==> src/rtl/ibr_pkg.sv <==
package ibr_pkg;
   localparam logic [3:0] OFS_CTRL = 4'h0;
   localparam logic [3:0] OFS_DATA = 4'h4;
   localparam logic [3:0] OFS_HIGH = 4'h8;
   localparam logic [3:0] OFS_LOW  = 4'hA;

   localparam int CB_PRES   = 0;
   localparam int CB_GO     = 8;
   localparam int CB_SUB_LO = 9;
   localparam int SUB_BITS  = 3;
   localparam int CB_DIR_LO = 12;
   localparam int CB_TMO    = 15;

   typedef struct packed {
      logic                we;
      logic [SUB_BITS-1:0] sub;
   } ibr_cmd_t;
endpackage

==> src/rtl/ibr_regs.sv <==
module ibr_regs
   import ibr_pkg::*;
#(
   parameter int HA_W    = 4,
   parameter int DW      = 16,
   parameter int HI_BITS = 12,
   parameter int LO_BITS = 16
) (
   input  logic               clk,
   input  logic               rst_n,
   input  logic               wr_en,
   input  logic [HA_W-1:0]    wr_addr,
   input  logic [DW-1:0]      wr_data,
   input  logic               busy,
   input  logic               rd_load,
   input  logic [DW-1:0]      rd_word,
   output logic               start,
   output logic [HI_BITS-1:0] hi_q,
   output logic [LO_BITS-1:0] lo_q,
   output logic [DW-1:0]      data_q,
   output ibr_cmd_t           cmd_q
);
   logic accept;
   logic sel_ctrl, sel_data, sel_high, sel_low;

   assign accept   = wr_en && !busy;
   assign sel_ctrl = (wr_addr == HA_W'(OFS_CTRL));
   assign sel_data = (wr_addr == HA_W'(OFS_DATA));
   assign sel_high = (wr_addr == HA_W'(OFS_HIGH));
   assign sel_low  = (wr_addr == HA_W'(OFS_LOW));
   assign start    = accept && sel_ctrl && wr_data[CB_GO];

   always_ff @(posedge clk or negedge rst_n) begin
      if (!rst_n) begin
         hi_q   <= '0;
         lo_q   <= '0;
         data_q <= '0;
         cmd_q  <= '0;
      end else begin
         if (accept && sel_high) hi_q <= wr_data[HI_BITS-1:0];
         if (accept && sel_low)  lo_q <= wr_data[LO_BITS-1:0];
         if (rd_load)
            data_q <= rd_word;
         else if (accept && sel_data)
            data_q <= wr_data;
         if (start) begin
            cmd_q.we  <= (wr_data[CB_DIR_LO+1:CB_DIR_LO] == 2'b11);
            cmd_q.sub <= wr_data[CB_SUB_LO+SUB_BITS-1:CB_SUB_LO];
         end
      end
   end
endmodule

==> src/rtl/ibr_seq.sv <==
module ibr_seq #(
   parameter int TMO_CYCLES = 1024
) (
   input  logic clk,
   input  logic rst_n,
   input  logic start,
   input  logic ack,
   input  logic we,
   output logic busy,
   output logic rd_load,
   output logic tmo_flag
);
   logic busy_q;
   logic tmo_q;

   generate
      if (TMO_CYCLES > 0) begin : g_timer
         localparam int CW = $clog2(TMO_CYCLES + 1);
         localparam logic [CW-1:0] LAST = CW'(TMO_CYCLES - 1);
         logic [CW-1:0] cnt_q;

         always_ff @(posedge clk or negedge rst_n) begin
            if (!rst_n) begin
               busy_q <= 1'b0;
               tmo_q  <= 1'b0;
               cnt_q  <= '0;
            end else if (start) begin
               busy_q <= 1'b1;
               tmo_q  <= 1'b0;
               cnt_q  <= '0;
            end else if (busy_q) begin
               if (ack) begin
                  busy_q <= 1'b0;
               end else if (cnt_q == LAST) begin
                  busy_q <= 1'b0;
                  tmo_q  <= 1'b1;
               end else begin
                  cnt_q <= cnt_q + 1'b1;
               end
            end
         end
      end else begin : g_wait
         always_ff @(posedge clk or negedge rst_n) begin
            if (!rst_n)
               busy_q <= 1'b0;
            else if (start)
               busy_q <= 1'b1;
            else if (busy_q && ack)
               busy_q <= 1'b0;
         end
         assign tmo_q = 1'b0;
      end
   endgenerate

   assign busy     = busy_q;
   assign tmo_flag = tmo_q;
   assign rd_load  = busy_q && ack && !we;
endmodule

==> src/rtl/ibr_bridge.sv <==
module ibr_bridge
   import ibr_pkg::*;
#(
   parameter int HA_W       = 4,
   parameter int HI_BITS    = 12,
   parameter int LO_BITS    = 16,
   parameter int TMO_CYCLES = 1024,
   localparam int DW        = 16,
   localparam int DEV_AW    = HI_BITS + LO_BITS + SUB_BITS + 1
) (
   input  logic              clk,
   input  logic              rst_n,
   input  logic              hst_wr,
   input  logic [HA_W-1:0]   hst_addr,
   input  logic [DW-1:0]     hst_wdata,
   output logic [DW-1:0]     hst_rdata,
   input  logic              dev_present,
   output logic              dev_req,
   output logic              dev_we,
   output logic [DEV_AW-1:0] dev_addr,
   output logic [DW-1:0]     dev_wdata,
   input  logic [DW-1:0]     dev_rdata,
   input  logic              dev_ack
);
   generate
      if (HA_W < 4) begin : g_bad_ha
         $error("HA_W must cover offsets up to 0xA");
      end
      if (HI_BITS < 1 || HI_BITS > DW) begin : g_bad_hi
         $error("HI_BITS must be 1..16");
      end
      if (LO_BITS < 1 || LO_BITS > DW) begin : g_bad_lo
         $error("LO_BITS must be 1..16");
      end
      if (TMO_CYCLES < 0) begin : g_bad_tmo
         $error("TMO_CYCLES must not be negative");
      end
   endgenerate

   logic               start;
   logic               busy;
   logic               rd_load;
   logic               tmo_flag;
   logic [HI_BITS-1:0] hi_q;
   logic [LO_BITS-1:0] lo_q;
   logic [DW-1:0]      data_q;
   ibr_cmd_t           cmd_q;

   ibr_regs #(
      .HA_W(HA_W), .DW(DW), .HI_BITS(HI_BITS), .LO_BITS(LO_BITS)
   ) u_regs (
      .clk(clk), .rst_n(rst_n),
      .wr_en(hst_wr), .wr_addr(hst_addr), .wr_data(hst_wdata),
      .busy(busy), .rd_load(rd_load), .rd_word(dev_rdata),
      .start(start), .hi_q(hi_q), .lo_q(lo_q), .data_q(data_q), .cmd_q(cmd_q)
   );

   ibr_seq #(.TMO_CYCLES(TMO_CYCLES)) u_seq (
      .clk(clk), .rst_n(rst_n), .start(start), .ack(dev_ack), .we(cmd_q.we),
      .busy(busy), .rd_load(rd_load), .tmo_flag(tmo_flag)
   );

   assign dev_req   = busy;
   assign dev_we    = cmd_q.we;
   assign dev_wdata = data_q;
   assign dev_addr  = {hi_q, lo_q, cmd_q.sub, 1'b0};

   logic [DW-1:0] ctrl_view;
   always_comb begin
      ctrl_view          = '0;
      ctrl_view[CB_PRES] = dev_present;
      ctrl_view[CB_GO]   = busy;
      ctrl_view[CB_TMO]  = tmo_flag;
   end

   always_comb begin
      unique case (hst_addr)
         HA_W'(OFS_CTRL): hst_rdata = ctrl_view;
         HA_W'(OFS_DATA): hst_rdata = data_q;
         HA_W'(OFS_HIGH): hst_rdata = DW'(hi_q);
         HA_W'(OFS_LOW):  hst_rdata = DW'(lo_q);
         default:         hst_rdata = '0;
      endcase
   end
endmodule

==> config.mk <==
export PLATFORM = sky130hd
export DESIGN_NAME = ibr_bridge
export DESIGN_NICKNAME = d
export VERILOG_FILES = /design/src/rtl/ibr_pkg.sv /design/src/rtl/ibr_regs.sv /design/src/rtl/ibr_seq.sv /design/src/rtl/ibr_bridge.sv
export SDC_FILE = /design/constraint.sdc
export NUM_CORES = 1
export LEC_CHECK = 0
export BUFFER_PORTS_ARGS = -buffer_cell sky130_fd_sc_hd__buf_2
export CORE_MARGIN = 5
export CORE_UTILIZATION = 53
export DETAILED_ROUTE_END_ITERATION = 7
export PLACE_DENSITY = 0.85
export SKIP_LAST_GASP = 1
export SLEW_MARGIN = 20
export SYNTH_ARGS = -nofsm -noshare
export SYNTH_HDL_FRONTEND = slang
export SYNTH_SLANG_ARGS = --single-unit
==> constraint.sdc <==
create_clock -name clk -period 3.33 [get_ports clk]
set_input_delay 0.333 -clock clk [delete_from_list [all_inputs] [get_ports clk]]
set_output_delay 0.333 -clock clk [all_outputs]
set_load 0.005 [all_outputs]
==> key figures, run 1 <==
Finish
  – Share of cells above drive strength 1: 35.7%
  – N_diodes: 0
  – Fillers: 401
  – Area delta synth->final: 27.9%
  – Multi-input gate area: 1200 sq um
  – Final Non-Filler Cells: 437
  – Fin nets: 405
  – FF+latch area: 1530 sq um

Setup path
  – Critical path's largest stage delay: 0.65 ns
  – CP max FO: 10
  – Cell mode on critical path: buf_2
  – R2r startpoint: u_seq.busy
  – Arrival time worst endpoint: 1.73 ns
  – Worst r2r path cells: 3
  – Cell Chain, Critical Path: buf_2 > nor4b_4 > buf_4 > a222oi_1 > nand2_1 > buf_2
  – Crit. Startpoint: hst_addr[1]
  – Crit Path Class: input pin to output pin
  – R2R setup slack: 1.34 ns
  – Startpoint Class: input pin
  – R2r endpoint: u_regs.hi_q[10]
  – CP Capture Type: output pin
  – CP max stage cell: nor4b_4
  – Worst Path Required: 3.00 ns
  – Crit path to: hst_rdata[8]

Global route
  – Total congestion overflow: 0
  – Largest net degree at the start of global routing: 40
  – Antenna violations before repair: 0
  – Vias in the first global route: 2668
  – GRT Overall Usage: 22.9%
  – Global-route wire length before repair: 12.9 mm

STA
  – Setup_tns: 0 ns
  – Skew final: 0.00782 ns
  – Slew Viols, Final: 0
  – Setup violations, final: 0
  – Fin. Hold Viols: 0
  – Fmax: 485 MHz
  – Unrepaired setup endpoints after global routing: no
  – Final min period: 2.06 ns
  – Max-slew headroom: 43.2%
  – Worst slew pin tran: 0.852 ns
  – Final period util: 62.0%

Power
  – PwrDens: 588 nW/um^2
  – VDD IR-drop max: 0.384 mV
  – Leakage power total: 1.87 nW

Clocking
  – H-Tree Depth: 3
  – Clock sink total: 61
  – Hold buffers post-CTS: 0
  – TritonCTS clock tree: built
  – CTS root buffer: clkbuf_8
  – Clk slew on worst S/H paths: 0.07 ns
  – Postcts setup bufs: 0
  – CTS max path bufs: 2
  – Num CTS Buffers: 9
  – Post_cts resized: 0
  – Clock Latency Late Sink: 0.33 ns

Synthesis
  – Ranking of synthesized cells by area: dfrtp_1 (54%), mux2_1 (11%), nor2_1 (4.8%)
  – Avg Inst Size Synth: 11.1 sq um
  – Sequential element share of the synthesized area: 53.8%
  – Number of synthesized flops with an enable pin: 0
  – Seq cells post-synth: 61
  – Synthesized area: 2840 sq um
  – Yosys top cell by area: dfrtp_1
  – Syn nets: 297
  – Most frequent cell after synthesis: dfrtp_1
  – Synth cell count leaders: dfrtp_1 (61), nor2_1 (36), mux2_1 (28)
  – Top-area cell type share of the netlist area: 53.8%
  – Post-synth top flop: dfrtp_1
  – Post-synth ARST share: 100%
  – Netlist cell types: 42
  – Mapped Cells: 255
  – Warnings from Yosys: 0

Floorplan
  – Chip height: 83.2 um
  – Initial Util: 55.2%
  – Core Rows: 26
  – Die Area: 6920 sq um
  – Die W: 83.2 um
  – Std-Cell Core Area: 5140 sq um
  – Ports: 107

Worst hold path
  – Hold/Removal Path Class: input pin to async pin

Routing
  – Final ANT Viol Nets: 0
  – DRC violations left: 0
  – DR pass1 iterations: 5
  – Initial DRC Count: 197
  – Via count: 2557
  – Routed WL per cell: 17.9 um
  – Via-to-Cell Ratio: 5.85
  – Final WL: 7.81 mm

Placed design
  – Cell total after placement: 422
  – Routability cong.: 0.836
  – Buffers on Ports: 105
  – Detailed Place HPWL: 5.58 mm

Outcome
  – Status: completed

Job
  – # Max-Cap Violations: 0
critical path, delay by kind of cell:
family / cells / cell delay (ns)
buf+inv: 3 / 0.54
simple gates: 2 / 0.75
compound gates: 1 / 0.09
cell usage in the layout, fill, tap and decap left out, drive strengths merged, types with 2 or more instances in the layout:
| master | netlist | layout |
|---|---|---|
| buf | 7 | 109 |
| dfrtp | 61 | 61 |
| nor2 | 36 | 36 |
| mux2 | 28 | 28 |
| nand2 | 23 | 23 |
| o22ai | 16 | 16 |
| a222oi | 13 | 13 |
| inv | 12 | 12 |
| clkbuf | 5 | 11 |
| nand3 | 5 | 5 |
| nor4 | 4 | 4 |
| a22o | 3 | 3 |
| nand4 | 3 | 3 |
| nor3 | 3 | 3 |
| o31ai | 3 | 3 |
| a21oi | 3 | 3 |
| nor2b | 2 | 2 |
| and3 | 2 | 2 |
| nand2b | 2 | 2 |
| nand3b | 2 | 2 |
| mux2i | 2 | 2 |
| o21ai | 2 | 2 |
| o211ai | 2 | 2 |
| bufinv | 0 | 2 |
| nor4b | 2 | 2 |
logic make-up after synthesis:
kind of cell / after synthesis / share of synthesized area, %
buf+inv: 24 / 3.83
flops: 61 / 53.8
mux: 30 / 11.8
other cells: 1 / 0.132
fa+ha+maj: 1 / 0.441
compound gates: 49 / 14.0
simple gates: 89 / 16.0
report_power, final:
group	total (W)	switching [W]	internal, W
combinational	0.000401	0.000191	0.000210
clock	0.000713	0.000276	0.000437
sequential	0.00102	0.000130	0.000893
sequential cells by signal (all words and copies together) (netlist names):
signal and count:
u_regs.cmd_q 4, u_regs.data_q 16, u_regs.hi_q 12, u_regs.lo_q 16, u_seq.busy 1, u_seq.g_timer.cnt_q 11
u_seq.tmo_flag 1
routing by layer:
layer / global-route usage (%) / share of wire [%] / vias up
met1: 29.1 / 41 / 1243
met4: 7.88 / 1.4 / 0
met3: 6.83 / 9.8 / 12
met5: 0 / 0 / -
met2: 37.3 / 48 / 144
li1: - / - / 1158
final cells by class:
class                           count  area share, %
Clock buffer                       11           3.89
Inverter                           12           1.24
Timing Repair Buffer              109           15.3
Sequential cell                    61           42.0
Multi-Input combinational cell    170           33.1
Tap cell                           70           2.41
Clock inverter                      4           2.00
worst min-delay path by stage:
stage | end | slack [ns] | cells past startpoint | startpoint
5_1_grt | u_seq.busy | 0.20 | 1 | rst_n
3_5_place_dp | u_regs.cmd_q[2] | 0.46 | 2 | u_regs.cmd_q[2]
6_report | u_regs.cmd_q[2] | 0.11 | 1 | rst_n
2_1_floorplan | u_regs.cmd_q[0] | 0.04 | 0 | rst_n
3_3_place_gp | u_regs.cmd_q[1] | 0.46 | 2 | u_regs.cmd_q[1]
4_1_cts | u_regs.cmd_q[1] | 0.12 | 1 | rst_n
through the flow:
step	area [sq um]	hold slack, ns	worst slack (ns)	util (%)	power, W
after global placement	3420	0.456	1.12	66.5	0.00142
final	3630	0.106	1.27	70.7	0.00214
after CTS	3630	0.124	1.27	70.7	0.00215
after global routing	3630	0.196	1.17	70.7	0.00224
after detailed placement	3420	0.462	1.06	66.5	0.00144
after floorplan	2840	0.0374	1.74	-	0.00117
No activity file was read; power rests on OpenSTA's default activity.
==> run 2: changes to the inputs <==
CORE_UTILIZATION = 49   (was 53)
PLACE_DENSITY = 0.8   (was 0.85)
clock period = 2.2 ns   (was 3.33 ns; I/O delays follow)
==> run 2 against run 1 <==
  * Clock skew about the same
  * Global-route usage up 1.2 points
  * Via count up 0.55%
  * Register-to-register slack worse by 0.95 ns
  * Final area up 0.69%
  * Critical path depth down 3
  * Final cell count up 1.1%
  * Flip-flop and latch count unchanged
  * Clock power up 40%
  * Worst hold slack better by 0.016 ns
  * Sequential share of layout area down 0.29 points
  * Power up 49%
  * Largest cell class unchanged
==> key figures, run 2 (synthesis gave the netlist of run 1 again) <==
Setup path
  – Cell Chain, Critical Path: nor2b_1 > nand2_1 > mux2_1
  – Startpoint Class: register
  – CP max FO: 12
  – Arrival time worst endpoint: 2.02 ns
  – CP Capture Type: register
  – Worst Path Required: 2.41 ns
  – Crit Path Class: register to register
  – Critical path's largest stage delay: 0.46 ns
  – CP max stage cell: mux2_1

Floorplan
  – Initial Util: 50.9%
  – Ports: 107
  – Chip height: 86.1 um
  – Core Rows: 27
  – Die W: 86.1 um
  – Std-Cell Core Area: 5570 sq um
  – Die Area: 7420 sq um

Placed design
  – Detailed Place HPWL: 5.99 mm
  – Buffers on Ports: 105
  – Routability cong.: 0.874
  – Cell total after placement: 426
  – Place WS: 0.277 ns

Finish
  – Fillers: 441
  – Fin nets: 408
  – Area delta synth->final: 28.8%
  – Share of cells above drive strength 1: 36.2%
  – N_diodes: 0
  – Largest registers: u_regs.data_q (16), u_regs.lo_q (16), u_regs.hi_q (12)
  – Commonest non-fill, non-tap cell in the layout: buf_2
  – Layout Utilization: 65.6%
  – Final Non-Filler Cells: 442
  – Commonest non-fill, non-tap cells in the layout: buf_2 (105), dfrtp_1 (61), nor2_1 (36)

Power
  – VDD IR-drop max: 0.598 mV
  – PwrDens: 868 nW/um^2
  – Leakage power total: 1.88 nW
  – Tot Pwr: 0.00317 W

Clocking
  – Clk slew on worst S/H paths: 0.06 ns
  – TritonCTS clock tree: built
  – CTS root buffer: clkbuf_8
  – CTS max path bufs: 2
  – Postcts setup bufs: 0
  – Clock sink total: 61
  – Num CTS Buffers: 9
  – Clock Latency Late Sink: 0.34 ns
  – H-Tree Depth: 3

Job
  – # Max-Cap Violations: 0

STA
  – Setup_tns: 0 ns
  – Worst slew pin tran: 0.526 ns
  – Worst setup margin: 0.393 ns
  – Fmax: 554 MHz
  – Final min period: 1.81 ns
  – Max-slew headroom: 64.9%
  – Skew final: 0.00742 ns
  – Setup violations, final: 0
  – Final period util: 82.1%
  – Slew Viols, Final: 0
  – Fin. Hold Viols: 0
  – Unrepaired setup endpoints after global routing: no

Outcome
  – Status: completed

Global route
  – GRT Overall Usage: 24.1%
  – Largest net degree at the start of global routing: 48
  – Vias in the first global route: 2708
  – Total congestion overflow: 0
  – Antenna violations before repair: 0
  – Global-route wire length before repair: 13.7 mm

Routing
  – DR pass1 iterations: 7
  – Initial DRC Count: 224
  – Via-to-Cell Ratio: 5.82
  – Final WL: 8.36 mm
  – Final ANT Viol Nets: 0
  – Via count: 2571
  – Routed WL per cell: 18.9 um
  – DRC violations left: 0

Worst hold path
  – Hold/Removal Path Class: input pin to register
run 2: cell types whose count changed in the layout (fill, tap and decap cells not counted):
cell / delta
dlygate4sd3_1: +1
clkinv_2: +1
buf_12: +1
bufinv_16: -1
buf_4: +1
clkbuf_1: -1
clkbuf_8: +1
run 2: final timing paths:
check | slack (ns) | start | end | cells past startpoint
min in group asynchronous | 0.34 | rst_n | u_regs.cmd_q[0] | 2
max reg2reg | 0.39 | u_seq.busy | u_regs.hi_q[11] | 3
min | 0.12 | hst_wdata[14] | u_regs.lo_q[14] | 2
max in group asynchronous | 1.27 | rst_n | u_regs.lo_q[15] | 3
min reg2reg | 0.47 | u_regs.cmd_q[0] | u_regs.cmd_q[0] | 2
max | 0.39 | u_seq.busy | u_regs.hi_q[11] | 3
run 2: critical path, delay by kind of cell (launching register included):
| kind | cells | cell delay [ns] |
|---|---|---|
| AND/OR/NAND/NOR | 2 | 0.79 |
| multiplexers | 1 | 0.46 |
| flip-flops | 1 | 0.44 |
run 2: repair_timing:
item,4_1_cts,5_1_grt
gates resized for setup,0,0
endpoints found under the hold margin,14,0
hold buffers,1,0
run 2: layout make-up:
| class | count | area, sq um | share of cell area (%) |
|---|---|---|---|
| multi-input cells | 170 | 1200 | 32.9 |
| inverters | 12 | 45.0 | 1.23 |
| flip-flops and latches | 61 | 1530 | 41.7 |
| well taps | 72 | 90.1 | 2.46 |
| repair buffers | 112 | 593 | 16.2 |
| clock buffers | 11 | 151 | 4.14 |
| clock inverters | 4 | 47.5 | 1.30 |
run 2: through the flow:
stage	instance area (sq um)	hold WS [ns]
after floorplan	2840	-0.0756
after global placement	3450	0.156
after detailed placement	3450	0.159
after CTS	3660	0.111
after global routing	3660	0.115
final	3660	0.122
run 2: report_power, final:
part	internal (W)	switching [W]	total, W
clock network	0.000574	0.000426	0.00100
logic	0.000322	0.000295	0.000617
registers	0.00135	0.000205	0.00156
total	0.00225	0.000926	0.00317
run 2: routing by layer:
layer / vias up / GRT usage (%) / routed length [um]
met3: 15 / 8.55 / 885
met2: 144 / 38.8 / 4030
met5: - / 0 / 0
met4: 0 / 7.77 / 166
met1: 1244 / 30.1 / 3270
li1: 1168 / - / -
==> run 3: changes to the inputs <==
CORE_UTILIZATION = 44   (was 49)
PLACE_DENSITY = 0.76   (was 0.8)
clock period = 1.57 ns   (was 2.2 ns; I/O delays follow)
==> run 3 against run 2 <==
  * The run now ends with setup timing left
  * Power rose by 35%
  * Die area rose by 10%
  * Sequential share of layout area fell by 1.2 points
  * Clock skew rose by 0.0021 ns
  * Final cell count rose by 4.5%
  * Fmax rose by 14%
  * Sequential power rose by 38%
  * Flip-flop and latch count did not move
  * Count of clock-buffer cells in the layout fell by 2
  * Worst hold slack got worse by 0.074 ns
  * Final area rose by 2.9%
  * First-iteration DRC count rose by 19%
  * Critical path type unchanged
  * Critical endpoint is now u_seq.g_timer.cnt_q[2]
  * Largest power group unchanged
  * Highest routed layer unchanged
==> key figures, run 3 (synthesis gave the netlist of run 1 again) <==
Floorplan
  – Ports: 107
  – Die W: 90.3 um
  – Std-Cell Core Area: 6310 sq um
  – Die Area: 8160 sq um
  – Core Rows: 29
  – Chip height: 90.3 um
  – Initial Util: 45.0%

Power
  – VDD IR-drop max: 0.781 mV
  – PwrDens: 1140 nW/um^2
  – Leakage power total: 1.94 nW

Clocking
  – Clk slew on worst S/H paths: 0.07 ns
  – CTS root buffer: clkbuf_8
  – CTS max path bufs: 2
  – Clock sink total: 61
  – Clock Latency Late Sink: 0.34 ns
  – Num CTS Buffers: 9
  – H-Tree Depth: 3
  – TritonCTS clock tree: built

Routing
  – Via-to-Cell Ratio: 5.66
  – Final ANT Viol Nets: 0
  – Via count: 2614
  – Routed WL per cell: 17.6 um
  – Initial DRC Count: 266
  – DRC violations left: 0
  – DR pass1 iterations: 6
  – Final WL: 8.14 mm

Finish
  – N_diodes: 0
  – Share of cells above drive strength 1: 38.7%
  – Fillers: 563
  – FF+latch area: 1530 sq um
  – Post-route cell area: 3760 sq um
  – Largest registers: u_regs.data_q (16), u_regs.lo_q (16), u_regs.hi_q (12)
  – Commonest non-fill, non-tap cells in the layout: buf_2 (105), dfrtp_1 (61), nor2_1 (36)
  – Area delta synth->final: 32.6%
  – Fin nets: 422
  – Commonest non-fill, non-tap cell in the layout: buf_2
  – Multi-input gate area: 1210 sq um

Setup path
  – Critical path's largest stage delay: 0.49 ns
  – Arrival time worst endpoint: 1.82 ns
  – CP max stage cell: o41ai_4
  – Crit Path Class: register to register
  – CP max FO: 5
  – Cell Chain, Critical Path: nand3_1 > o41ai_4 > buf_4 > o211ai_1 > o31ai_1
  – Startpoint Class: register
  – Worst Path Required: 1.80 ns
  – CP Capture Type: register

Global route
  – GRT Overall Usage: 19.6%
  – Global-route wire length before repair: 12.9 mm
  – Antenna violations before repair: 0
  – Met2 Use GR: 31.2%
  – Global route hottest layer: met2
  – Met1 usage: 25.4%
  – Met3 Resource Use GR: 5.08%
  – Total congestion overflow: 0
  – Vias in the first global route: 2648
  – Largest net degree at the start of global routing: 62

STA
  – Final period util: 101%
  – Setup violations, final: 2
  – Hold_ws: 0.0477 ns
  – Fmax: 629 MHz
  – Final min period: 1.59 ns
  – Worst setup margin: -0.0208 ns
  – Fin. Hold Viols: 0
  – Setup_tns: -0.0253 ns
  – Slew Viols, Final: 0
  – Skew final: 0.00950 ns
  – Unrepaired setup endpoints after global routing: yes

Worst hold path
  – Hold/Removal Path Class: input pin to register

Outcome
  – Failing checks: setup timing
  – Status: finished, violations left

Placed design
  – Detailed Place HPWL: 5.70 mm
  – Routability cong.: 0.821
  – Buffers on Ports: 105
  – Area after DPL: 3560 sq um

Job
  – # Max-Cap Violations: 0
run 3: layout make-up:
cell class	instances	share of cell area (%)
Timing Repair Buffer	126	18.9
Clock inverter	7	1.33
Multi-Input combinational cell	170	32.2
Tap cell	77	2.56
Inverter	12	1.20
Clock buffer	9	3.29
Sequential cell	61	40.5
run 3: metrics by stage:
stage               util, %  setup WS (ns)  cells  power [W]
floorplan                 -         0.0379    255    0.00249
global placement       56.3         0.0570    443    0.00303
detailed placement     56.3         0.0442    443    0.00308
CTS                    59.3         0.0272    460    0.00431
global route           59.6         -0.113    462    0.00452
finish                 59.6        -0.0208    462    0.00428
run 3: power by group:
| part | switching (W) | internal (W) | leakage, nW |
|---|---|---|---|
| Clock | 0.000649 | 0.000579 | 0.0937 |
| Sequential | 0.000257 | 0.00189 | 0.756 |
| Combinational | 0.000419 | 0.000482 | 1.10 |
| Total | 0.00132 | 0.00295 | 1.94 |
run 3: final timing paths:
check	start	to	slack, ns	cells past startpoint
worst max-delay path	u_seq.g_timer.cnt_q[7]	u_seq.g_timer.cnt_q[2]	-0.02	5
worst min-delay path	hst_wdata[14]	u_regs.lo_q[14]	0.05	2
worst max register to register	u_seq.g_timer.cnt_q[7]	u_seq.g_timer.cnt_q[2]	-0.02	5
worst min register to register	u_regs.cmd_q[1]	u_regs.cmd_q[1]	0.47	2
max in group asynchronous	rst_n	u_regs.hi_q[0]	0.94	3
min in group asynchronous	rst_n	u_regs.cmd_q[1]	0.36	3
run 3: worst max-delay path: cells and delay by family (launching register included):
| kind | cells | cell delay [ns] |
|---|---|---|
| simple gates | 1 | 0.26 |
| buf+inv | 1 | 0.18 |
| compound gates | 3 | 0.66 |
| flops | 1 | 0.39 |
run 3: per-layer routing:
metal  routed length [um]  part of all wire (%)
met5                    0                     0
met1                 3340                    41
met4                  132                   1.6
met2                 3860                    47
met3                  805                   9.9
run 3: repair_timing:
item	CTS	global route
endpoints found under the hold margin	61	0
gates resized for setup	0	1
setup buffers	0	2
hold buffers	1	0
setup endpoints to repair	0	8
